<file path="src/rtl/ring_mac_pkg.sv">
`timescale 1ns/1ps
package ring_mac_pkg;
  // Common index width carried in the control strobes (covers all supported sizes)
  localparam int IDX_W = 8;

  typedef struct packed {
    logic             loadOk;   // idle: load port writes are allowed
    logic             clearAcc; // zero every accumulator
    logic             macEn;    // perform one MAC in every element
    logic             shiftEn;  // rotate activation slices one hop
    logic [IDX_W-1:0] rowSel;   // local output row of this MAC
    logic [IDX_W-1:0] colSel;   // slot within the held activation slice
  } ringCtrl_t;
endpackage

</file>
<file path="src/rtl/ring_mac_pe.sv">
`timescale 1ns/1ps
module ring_mac_pe
  import ring_mac_pkg::*;
#(
  parameter int N      = 4,
  parameter int IN_CH  = 8,
  parameter int OUT_CH = 8,
  parameter int PE_ID  = 0
) (
  input  logic                clk,
  input  logic                rstN,
  input  ringCtrl_t           ctrl,
  input  logic                wEn,
  input  logic [IDX_W-1:0]    wRow,
  input  logic [IDX_W-1:0]    wCol,
  input  logic                aEn,
  input  logic [IDX_W-1:0]    aGroup,
  input  logic [IDX_W-1:0]    aSlot,
  input  logic signed [7:0]   ldData,
  input  logic signed [7:0]   actIn [IN_CH/N],
  input  logic [IDX_W-1:0]    tagIn,
  output logic signed [7:0]   actOut [IN_CH/N],
  output logic [IDX_W-1:0]    tagOut,
  output logic signed [31:0]  accOut [OUT_CH/N]
);
  localparam int ICG    = IN_CH / N;
  localparam int OCG    = OUT_CH / N;
  localparam int ROW_W  = (OCG > 1) ? $clog2(OCG) : 1;
  localparam int SLOT_W = (ICG > 1) ? $clog2(ICG) : 1;
  localparam int COL_W  = (IN_CH > 1) ? $clog2(IN_CH) : 1;

  logic signed [7:0]  wMem [OCG][IN_CH];
  logic signed [7:0]  actReg [ICG];
  logic [IDX_W-1:0]   tagReg;
  logic signed [31:0] accReg [OCG];

  logic [ROW_W-1:0]   macRow;
  logic [SLOT_W-1:0]  macSlot;
  logic [COL_W-1:0]   macCol;
  logic signed [15:0] product;
  logic [ROW_W-1:0]   ldRowI;
  logic [COL_W-1:0]   ldColI;
  logic [SLOT_W-1:0]  ldSlotI;

  always_comb begin
    macRow  = ctrl.rowSel[ROW_W-1:0];
    macSlot = ctrl.colSel[SLOT_W-1:0];
    // weight column = first input channel of the held group + slot
    macCol  = COL_W'(int'(tagReg) * ICG + int'(macSlot));
    product = actReg[macSlot] * wMem[macRow][macCol];
    ldRowI  = wRow[ROW_W-1:0];
    ldColI  = wCol[COL_W-1:0];
    ldSlotI = aSlot[SLOT_W-1:0];
  end

  always_ff @(posedge clk) begin
    if (!rstN) begin
      for (int r = 0; r < OCG; r++) begin
        for (int c = 0; c < IN_CH; c++) wMem[r][c] <= '0;
        accReg[r] <= '0;
      end
      for (int s = 0; s < ICG; s++) actReg[s] <= '0;
      tagReg <= IDX_W'(PE_ID);
    end else begin
      if (wEn) wMem[ldRowI][ldColI] <= ldData;

      if (ctrl.shiftEn) begin
        for (int s = 0; s < ICG; s++) actReg[s] <= actIn[s];
        tagReg <= tagIn;
      end else if (aEn && (aGroup == tagReg)) begin
        actReg[ldSlotI] <= ldData;
      end

      if (ctrl.clearAcc) begin
        for (int r = 0; r < OCG; r++) accReg[r] <= '0;
      end else if (ctrl.macEn) begin
        accReg[macRow] <= accReg[macRow] + 32'(product);
      end
    end
  end

  always_comb begin
    for (int s = 0; s < ICG; s++) actOut[s] = actReg[s];
    for (int r = 0; r < OCG; r++) accOut[r] = accReg[r];
    tagOut = tagReg;
  end
endmodule

</file>
<file path="src/rtl/ring_mac_datapath.sv">
`timescale 1ns/1ps
module ring_mac_datapath
  import ring_mac_pkg::*;
#(
  parameter int N      = 4,
  parameter int IN_CH  = 8,
  parameter int OUT_CH = 8
) (
  input  logic              clk,
  input  logic              rstN,
  input  ringCtrl_t         ctrl,
  input  logic              ldWe,
  input  logic              ldAe,
  input  logic [IDX_W-1:0]  ldRow,
  input  logic [IDX_W-1:0]  ldCol,
  input  logic [7:0]        ldData,
  input  logic [IDX_W-1:0]  rdRow,
  output logic [31:0]       rdData
);
  localparam int ICG   = IN_CH / N;
  localparam int OCG   = OUT_CH / N;
  localparam int PE_W  = (N > 1) ? $clog2(N) : 1;
  localparam int ROW_W = (OCG > 1) ? $clog2(OCG) : 1;

  logic signed [7:0]  actBus [N][ICG];
  logic [IDX_W-1:0]   tagBus [N];
  logic signed [31:0] accBus [N][OCG];

  logic [IDX_W-1:0] wPeSel, wRowLoc, aGroup, aSlot, rdPeSel, rdLoc;
  logic [PE_W-1:0]  rdPeI;
  logic [ROW_W-1:0] rdLocI;

  always_comb begin
    wPeSel  = IDX_W'(int'(ldRow) / OCG);
    wRowLoc = IDX_W'(int'(ldRow) % OCG);
    aGroup  = IDX_W'(int'(ldCol) / ICG);
    aSlot   = IDX_W'(int'(ldCol) % ICG);
    rdPeSel = IDX_W'(int'(rdRow) / OCG);
    rdLoc   = IDX_W'(int'(rdRow) % OCG);
    rdPeI   = rdPeSel[PE_W-1:0];
    rdLocI  = rdLoc[ROW_W-1:0];
  end

  for (genvar i = 0; i < N; i++) begin : g_pe
    localparam int UPSTREAM = (i + N - 1) % N;
    logic peWEn;
    assign peWEn = ctrl.loadOk & ldWe & (wPeSel == IDX_W'(i));

    ring_mac_pe #(
      .N(N), .IN_CH(IN_CH), .OUT_CH(OUT_CH), .PE_ID(i)
    ) u_pe (
      .clk    (clk),
      .rstN   (rstN),
      .ctrl   (ctrl),
      .wEn    (peWEn),
      .wRow   (wRowLoc),
      .wCol   (ldCol),
      .aEn    (ctrl.loadOk & ldAe),
      .aGroup (aGroup),
      .aSlot  (aSlot),
      .ldData (ldData),
      .actIn  (actBus[UPSTREAM]),
      .tagIn  (tagBus[UPSTREAM]),
      .actOut (actBus[i]),
      .tagOut (tagBus[i]),
      .accOut (accBus[i])
    );
  end

  assign rdData = accBus[rdPeI][rdLocI];
endmodule

</file>
<file path="src/rtl/ring_mac_ctrl.sv">
`timescale 1ns/1ps
module ring_mac_ctrl
  import ring_mac_pkg::*;
#(
  parameter int N      = 4,
  parameter int IN_CH  = 8,
  parameter int OUT_CH = 8
) (
  input  logic      clk,
  input  logic      rstN,
  input  logic      start,
  output ringCtrl_t ctrl,
  output logic      busy,
  output logic      done
);
  localparam int ICG  = IN_CH / N;
  localparam int OCG  = OUT_CH / N;
  localparam int PH_W = 3;

  typedef enum logic [1:0] {S_IDLE, S_RUN, S_SHIFT, S_FIN} state_t;

  state_t           state;
  logic [IDX_W-1:0] rowCnt, colCnt;
  logic [PH_W-1:0]  phase;
  logic             lastCol, lastRow, lastPhase;

  assign lastCol   = (colCnt == IDX_W'(ICG - 1));
  assign lastRow   = (rowCnt == IDX_W'(OCG - 1));
  assign lastPhase = (phase == PH_W'(N - 1));

  always_ff @(posedge clk) begin
    if (!rstN) begin
      state  <= S_IDLE;
      rowCnt <= '0;
      colCnt <= '0;
      phase  <= '0;
    end else begin
      unique case (state)
        S_IDLE: if (start) begin
          state  <= S_RUN;
          rowCnt <= '0;
          colCnt <= '0;
          phase  <= '0;
        end
        S_RUN: begin
          if (lastCol) begin
            colCnt <= '0;
            if (lastRow) begin
              rowCnt <= '0;
              state  <= lastPhase ? S_FIN : S_SHIFT;
            end else begin
              rowCnt <= rowCnt + 1'b1;
            end
          end else begin
            colCnt <= colCnt + 1'b1;
          end
        end
        S_SHIFT: begin
          phase <= phase + 1'b1;
          state <= S_RUN;
        end
        S_FIN: begin
          phase <= '0;
          state <= S_IDLE;
        end
        default: state <= S_IDLE;
      endcase
    end
  end

  always_comb begin
    ctrl          = '0;
    ctrl.loadOk   = (state == S_IDLE);
    ctrl.clearAcc = (state == S_IDLE) && start;
    ctrl.macEn    = (state == S_RUN);
    ctrl.shiftEn  = (state == S_SHIFT);
    ctrl.rowSel   = rowCnt;
    ctrl.colSel   = colCnt;
  end

  assign busy = (state != S_IDLE);
  assign done = (state == S_FIN);
endmodule

</file>
<file path="src/rtl/ring_mac_array.sv">
`timescale 1ns/1ps
module ring_mac_array
  import ring_mac_pkg::*;
#(
  parameter  int N      = 4,
  parameter  int IN_CH  = 8,
  parameter  int OUT_CH = 8,
  localparam int IC_W   = (IN_CH > 1) ? $clog2(IN_CH) : 1,
  localparam int OC_W   = (OUT_CH > 1) ? $clog2(OUT_CH) : 1
) (
  input  logic            clk,
  input  logic            rstN,
  input  logic            ldWe,
  input  logic            ldAe,
  input  logic [OC_W-1:0] ldRow,
  input  logic [IC_W-1:0] ldCol,
  input  logic [7:0]      ldData,
  input  logic            start,
  output logic            busy,
  output logic            done,
  input  logic [OC_W-1:0] rdRow,
  output logic [31:0]     rdData
);
  ringCtrl_t ctrl;

  ring_mac_ctrl #(.N(N), .IN_CH(IN_CH), .OUT_CH(OUT_CH)) u_ctrl (
    .clk   (clk),
    .rstN  (rstN),
    .start (start),
    .ctrl  (ctrl),
    .busy  (busy),
    .done  (done)
  );

  ring_mac_datapath #(.N(N), .IN_CH(IN_CH), .OUT_CH(OUT_CH)) u_dp (
    .clk    (clk),
    .rstN   (rstN),
    .ctrl   (ctrl),
    .ldWe   (ldWe),
    .ldAe   (ldAe),
    .ldRow  (IDX_W'(ldRow)),
    .ldCol  (IDX_W'(ldCol)),
    .ldData (ldData),
    .rdRow  (IDX_W'(rdRow)),
    .rdData (rdData)
  );
endmodule

</file>
<file path="config.mk">
export PLATFORM = sky130hd
export DESIGN_NAME = ring_mac_array
export DESIGN_NICKNAME = d
export VERILOG_FILES = /design/src/rtl/ring_mac_pkg.sv /design/src/rtl/ring_mac_pe.sv /design/src/rtl/ring_mac_datapath.sv /design/src/rtl/ring_mac_ctrl.sv /design/src/rtl/ring_mac_array.sv
export SDC_FILE = /design/constraint.sdc
export NUM_CORES = 2
export LEC_CHECK = 0
export ABC_AREA = 1
export BUFFER_PORTS_ARGS = -buffer_cell sky130_fd_sc_hd__buf_2
export CORE_ASPECT_RATIO = 0.9
export CORE_MARGIN = 2
export CORE_UTILIZATION = 44
export DETAILED_ROUTE_END_ITERATION = 16
export PLACE_DENSITY = 0.65
export SLEW_MARGIN = 20
export SYNTH_ARGS = -nofsm -noshare
export SYNTH_HDL_FRONTEND = slang
export SYNTH_SLANG_ARGS = --single-unit
</file>
<file path="constraint.sdc">
create_clock -name clk -period 16.96 [get_ports clk]
set_input_delay 0.848 -clock clk [delete_from_list [all_inputs] [get_ports clk]]
set_output_delay 0.848 -clock clk [all_outputs]
set_load 0.01 [all_outputs]
</file>
; ---- Word-level counts from Yosys, hierarchy flattened
; Memory sizes are Yosys's and may differ from the RTL's. A register that Yosys moved wholly into a read port is not among the register bits.
; Cells that the tools add are included.
[op_classes]
multipliers = 4
addsub = 11
reduce_logical = 27
bitwise_logic = 29
muxes = 148
n_lt_le_gt_ge = 8
eq_ne = 16
[op_table]
columns = cell, n
row1 = $mux W64, 14
row2 = $mux W32, 15
row3 = $reduce_or A64 Y1, 4
row4 = $mux W8, 25
row5 = $add A32 B16 Y32, 4
row6 = $bmux W64 S2, 1
row7 = $reduce_or A32 Y1, 4
row8 = $bmux W8 S3, 4
row9 = $mux W1, 80
row10 = $mul A8 B8 Y16, 4
row11 = $eq A2 B8 Y1, 4
row12 = $pmux W8 S2, 2
row13 = $reduce_or A8 Y1, 4
row14 = $demux W8 S3, 1
row15 = $ge A4 B4 Y1 const B, 5
row16 = $not A3 Y4, 5
row17 = $add A8 B1 Y8 const B, 2
row18 = $eq A8 B1 Y1 const B, 2
row19 = $or A1 B1 Y1, 16
row20 = $add A3 B1 Y3, 4
row21 = $pmux W3 S3, 1
row22 = $eq A2 B2 Y1 const B, 4
row23 = $logic_not A8 Y1, 1
row24 = $pmux W2 S4, 1
row25 = other kinds (19), 36
[totals]
input_bits = 22
memories = 12
regBits = 53
ramBits = 832
wordCells = 263
output_inout_bits = 34
[memory_table]
columns = name, words, word_bits, read_ports, rd_ports_with_merged_regs, wr, line
row1 = u_dp.g_pe[0].u_pe.wMem, 2, 64, 1, 1, 2, ring_mac_pe.sv:32  ; logic signed [7:0] wMem [OCG][IN_CH];
row2 = u_dp.g_pe[1].u_pe.wMem, 2, 64, 1, 1, 2, ring_mac_pe.sv:32
row3 = u_dp.g_pe[2].u_pe.wMem, 2, 64, 1, 1, 2, ring_mac_pe.sv:32
row4 = u_dp.g_pe[3].u_pe.wMem, 2, 64, 1, 1, 2, ring_mac_pe.sv:32
row5 = u_dp.g_pe[0].u_pe.accReg, 2, 32, 3, 1, 2, ring_mac_pe.sv:35  ; logic signed [31:0] accReg [OCG];
row6 = u_dp.g_pe[1].u_pe.accReg, 2, 32, 3, 1, 2, ring_mac_pe.sv:35
row7 = +6 memories, n/a, n/a, n/a, n/a, n/a, n/a

; ---- Depth between registers and ports, before layout
[logic_depth]
word_depth = 9
mapped_depth = 34
mapped_depth_nobuf = 31

; ---- Modules after synthesis
; Synthesis repeated with hierarchy kept, for this count alone.
[unflattened]
hier_cells = 7570
area_unflattened_um2 = 66822.8
[modules_own_cells]
columns = module, cells_per_inst, area_per_inst_um2, seq_area_each_um2, instances
row1 = ring_mac_pe (u_dp.g_pe[0].u_pe), 1641, 15511.1, 6406.1, 1
row2 = ring_mac_pe (u_dp.g_pe[2].u_pe), 1605, 15508.6, 6406.1, 1
row3 = ring_mac_pe (u_dp.g_pe[3].u_pe), 1647, 15506.1, 6406.1, 1
row4 = ring_mac_pe (u_dp.g_pe[1].u_pe), 1611, 15467.3, 6406.1, 1
row5 = ring_mac_datapath, 867, 3549.7, 0.0, 1
row6 = ring_mac_ctrl, 198, 1276.2, 420.4, 1
row7 = ring_mac_array, 1, 3.8, 0.0, 1

; ---- Worst setup path before layout
; OpenSTA, ideal clock, no wires.
[synth_timing]
kind = register -> register
startpoint = register u_ctrl.colCnt[0]
endpoint = memory u_dp.g_pe[2].u_pe.accReg[0][17], data pin
stages_incl_launch_ff = 24
required_ns = 16.694
t_arrival_ns = 6.094
setup_ns = 0.266
n_path_buf = 2
period_less_slack_ns = 6.360
setup_slack_ns = 10.600
path_cell_list = dfxtp_1 -> buf_2 -> clkbuf_1 -> o21ai_0 -> o211ai_1 -> o211ai_1 -> nand2_1 -> nand2_1 -> fa_1 -> inv_1 -> fa_1 -> fa_1 -> fa_1 -> fa_1 -> ha_1 -> nand2_1 -> inv_1 -> nand2_1 -> nand2_1 -> nor2_1 -> nor2_1 -> nor2_1 -> xor2_1 -> nor2_1
[synth_rtl]
columns = element, line
row1 = from (decl), ring_mac_ctrl.sv:23  ; logic [IDX_W-1:0] rowCnt, colCnt;
row2 = from (signal assigned), ring_mac_ctrl.sv:55  ; colCnt <= colCnt + 1'b1;
row3 = to (decl), ring_mac_pe.sv:35

==> impl_metrics.yaml <==
status:
  status: "finished clean"
synth:
  synth.most_common_cell: "nor2_1"
  synth-seq-area-share_pct: 41.0
  syn_inst: 6907
  synth-edff-count: 832
  synth-seq-cells: 887
  synth.top_cell.area_share_pct: 39.3
  synth_fp_nets: 7759
  yosys-top-cells-area: "edfxtp_1 39%, fa_1 17%, nor2_1 7.3%, nand2_1 6.6%, inv_1 5.7%"
  syn_area_mm2: 0.0636
  yosys.area.top_type: "edfxtp_1"
  syn_area_per_cell_um2: 9.21
  yosys_warnings: 0
  synth.distinct_cells: 46
  async_flop_share_pct: 0
  ys_top_cells_by_count: "1237 x nor2_1, 1126 x nand2_1, 967 x inv_1"
  yosys_most_used_dff: "edfxtp_1"
detailed_routing:
  routed.top_layer: "met4"
  via_per_inst: 5.65
  drt-total-wl_um: 195000
  wl_met2_um: 84600
  drt-met1-wl_um: 84200
  met3_length_um: 22200
  wire_per_inst_um: 22.2
  drt_iter0_markers: 6184
  via_count: 49786
  drc: 0
  dr.pass1.iters: 9
  ant_nets: 0
floorplan:
  io_pins: 56
  initial_utilization_pct: 44.3
  fp.dieH_um: 365
  dieArea_mm2: 0.148
  die_x_um: 405
  design.core.area_mm2: 0.144
  placementRows: 132
critical_path:
  r2r_cells: 24
  cp-end-kind: "flop"
  crit_path_max_fanout: 95
  r2r_slack_ns: 7.79
  cp.required_ns: 17.41
  crit_type: "flop to flop"
  crit_path_start_kind: "flop"
  crit_path_max_incr_delay_ns: 0.92
  arrival_ns: 9.62
  critPathCapture: "u_dp.g_pe[2].u_pe.accReg[0][17]"
  crit_chain: "inv_6 > buf_4 > buf_4 > nor2_1 > nor2_1 > o21ai_0 > o211ai_1 > o211ai_1 > nand2_1 > nand2_2 > fa_1 > inv_1 > fa_1 > fa_1 > fa_1 > fa_1 > ha_1 > nand2_1 > nor3_1 > nor2_1 > nor2_1 > nor2_1 > xor2_1 > nor2_1"
  r2r-end: "u_dp.g_pe[2].u_pe.accReg[0][17]"
  crit_top_cell: "nor2_1"
  slowest_stage: "buf_4"
cells_and_area:
  multi_input_comb_area_mm2: 0.0327
  drive_above_1_share_pct: 5.11
  fillCellCount: 13435
  nets: 7700
  regArea_mm2: 0.0261
  area_growth_pct: 8.35
clock_tree:
  numCtsBuffers: 93
  h-tree-depth: 3
  cts_hold_buf: 0
  clock_tree.root_cell: "clkbuf_16"
  clk_latency_ns: 0.73
  cts.repair.resized: 0
  cts_tree: "built"
  cts_sinks: 887
  path_clk_slew_ns: 0.06
  max-clock-path-buffers: 3
  postCtsSetupBuffers: 0
timing:
  fmax_mhz: 109
  setup_viol: 0
  drv_slew: 0
  finalHoldViolCount: 0
  fin_hold_ws_ns: 0.444
  worst_pin_slew_ns: 1.23
  rsz0062_at_grt: "no"
  final.setup.tns_ns: 0
  period_share_pct: 54.1
  fin_crit_ns: 9.17
  finalClockSkew_ns: 0.0427
  relSlewSlack_pct: 17.6
global_routing:
  grt_max_degree: 96
  grt_overflow: 0
  grt_pass1_vias: 48626
  antenna_found_initial: 9
  track_usage_pct: 26.6
  grt_pass1_wl_um: 297000
placement:
  dp_hpwl_um: 145000
  gp_congestion: 0.965
  port_buffers: 55
run:
  maxCapViolCount: 0
worst_hold_path:
  hp-class: "primary input to flop"
layout make-up:
type	count	area share (%)
multi-input cells	4738	47.4
flip-flops and latches	887	37.9
inverters	1006	5.49
clock buffers	127	3.89
well taps	1876	3.41
repair buffers	122	1.14
clock inverters	46	0.801
diodes	2	0.00726
worst max-delay path: cells and delay by family (launching register included):
kind                       cells  cell delay, ns
DFF                            1            0.51
buffers and inverters          4            2.30
and+or+nand+nor               10            2.17
adders and majority gates      6            3.11
AOI/OAI and AO/OA              3            0.38
xor gates and xnor gates       1            0.24
state kept, by name, indices dropped and copies added, names as in the netlist, named ones only:
signal	cells
u_ctrl.colCnt	8
u_ctrl.phase	3
u_ctrl.rowCnt	8
u_ctrl.state	2
u_dp.g_pe.u_pe.accReg	256
u_dp.g_pe.u_pe.actReg	64
u_dp.g_pe.u_pe.tagOut	32
u_dp.g_pe.u_pe.wMem	512
worst min path at each step:
stage | slack (ns) | cells after the start | endpoint | start
after global routing | 0.45 | 3 | u_dp.g_pe[0].u_pe.actReg[0][5] | ldData[5]
final | 0.44 | 3 | u_dp.g_pe[0].u_pe.actReg[1][1] | ldData[1]
after CTS | 0.40 | 3 | u_dp.g_pe[0].u_pe.actReg[0][5] | ldData[5]
after floorplan | 0.45 | 1 | u_ctrl.phase[0] | u_ctrl.phase[0]
after global placement | 0.47 | 2 | u_ctrl.phase[2] | u_ctrl.phase[2]
after detailed placement | 0.47 | 2 | u_ctrl.colCnt[6] | u_ctrl.colCnt[6]
logic make-up after synthesis:
group / synth area share [%]
multiplexers: 0.881
AO/OA/AOI/OAI: 9.58
buffers and inverters: 7.72
AND/OR/NAND/NOR: 17.1
adder cells (fa/ha/maj): 22.8
XOR/XNOR: 0.950
flip-flops: 41.0
cells in the final DEF, fill, tap and decap left out, drive strengths merged, types with 99 or more instances in the layout:
cell	instances
fa	544
buf	122
edfxtp	832
nand2	1144
o21ai	534
ha	286
a21oi	188
nand3	180
inv	1012
clkbuf	127
nor2	1247
o211ai	99
o22ai	111
per-stage QoR:
| step | area [um^2] | worst slack (ns) | std cells | util, % |
|---|---|---|---|---|
| after floorplan | 63600 | 10.60 | 6907 | - |
| after global placement | 65700 | 7.97 | 8629 | 45.7 |
| after detailed placement | 65700 | 7.92 | 8629 | 45.7 |
| after CTS | 68900 | 7.88 | 8802 | 47.9 |
| after global routing | 68900 | 7.24 | 8804 | 48.0 |
| final | 68900 | 7.79 | 8804 | 48.0 |
routing by layer:
layer  global-route usage [%]  vias to the layer above
met1                     39.0                    24633
met2                     39.7                     2349
met3                     6.22                      250
met5                        0                        -
met4                     6.98                        0
li1                         -                    22554
Power is left out: the tool's default activity adds up to more than one toggle a clock period on the data nets, which glitch-free logic cannot reach.
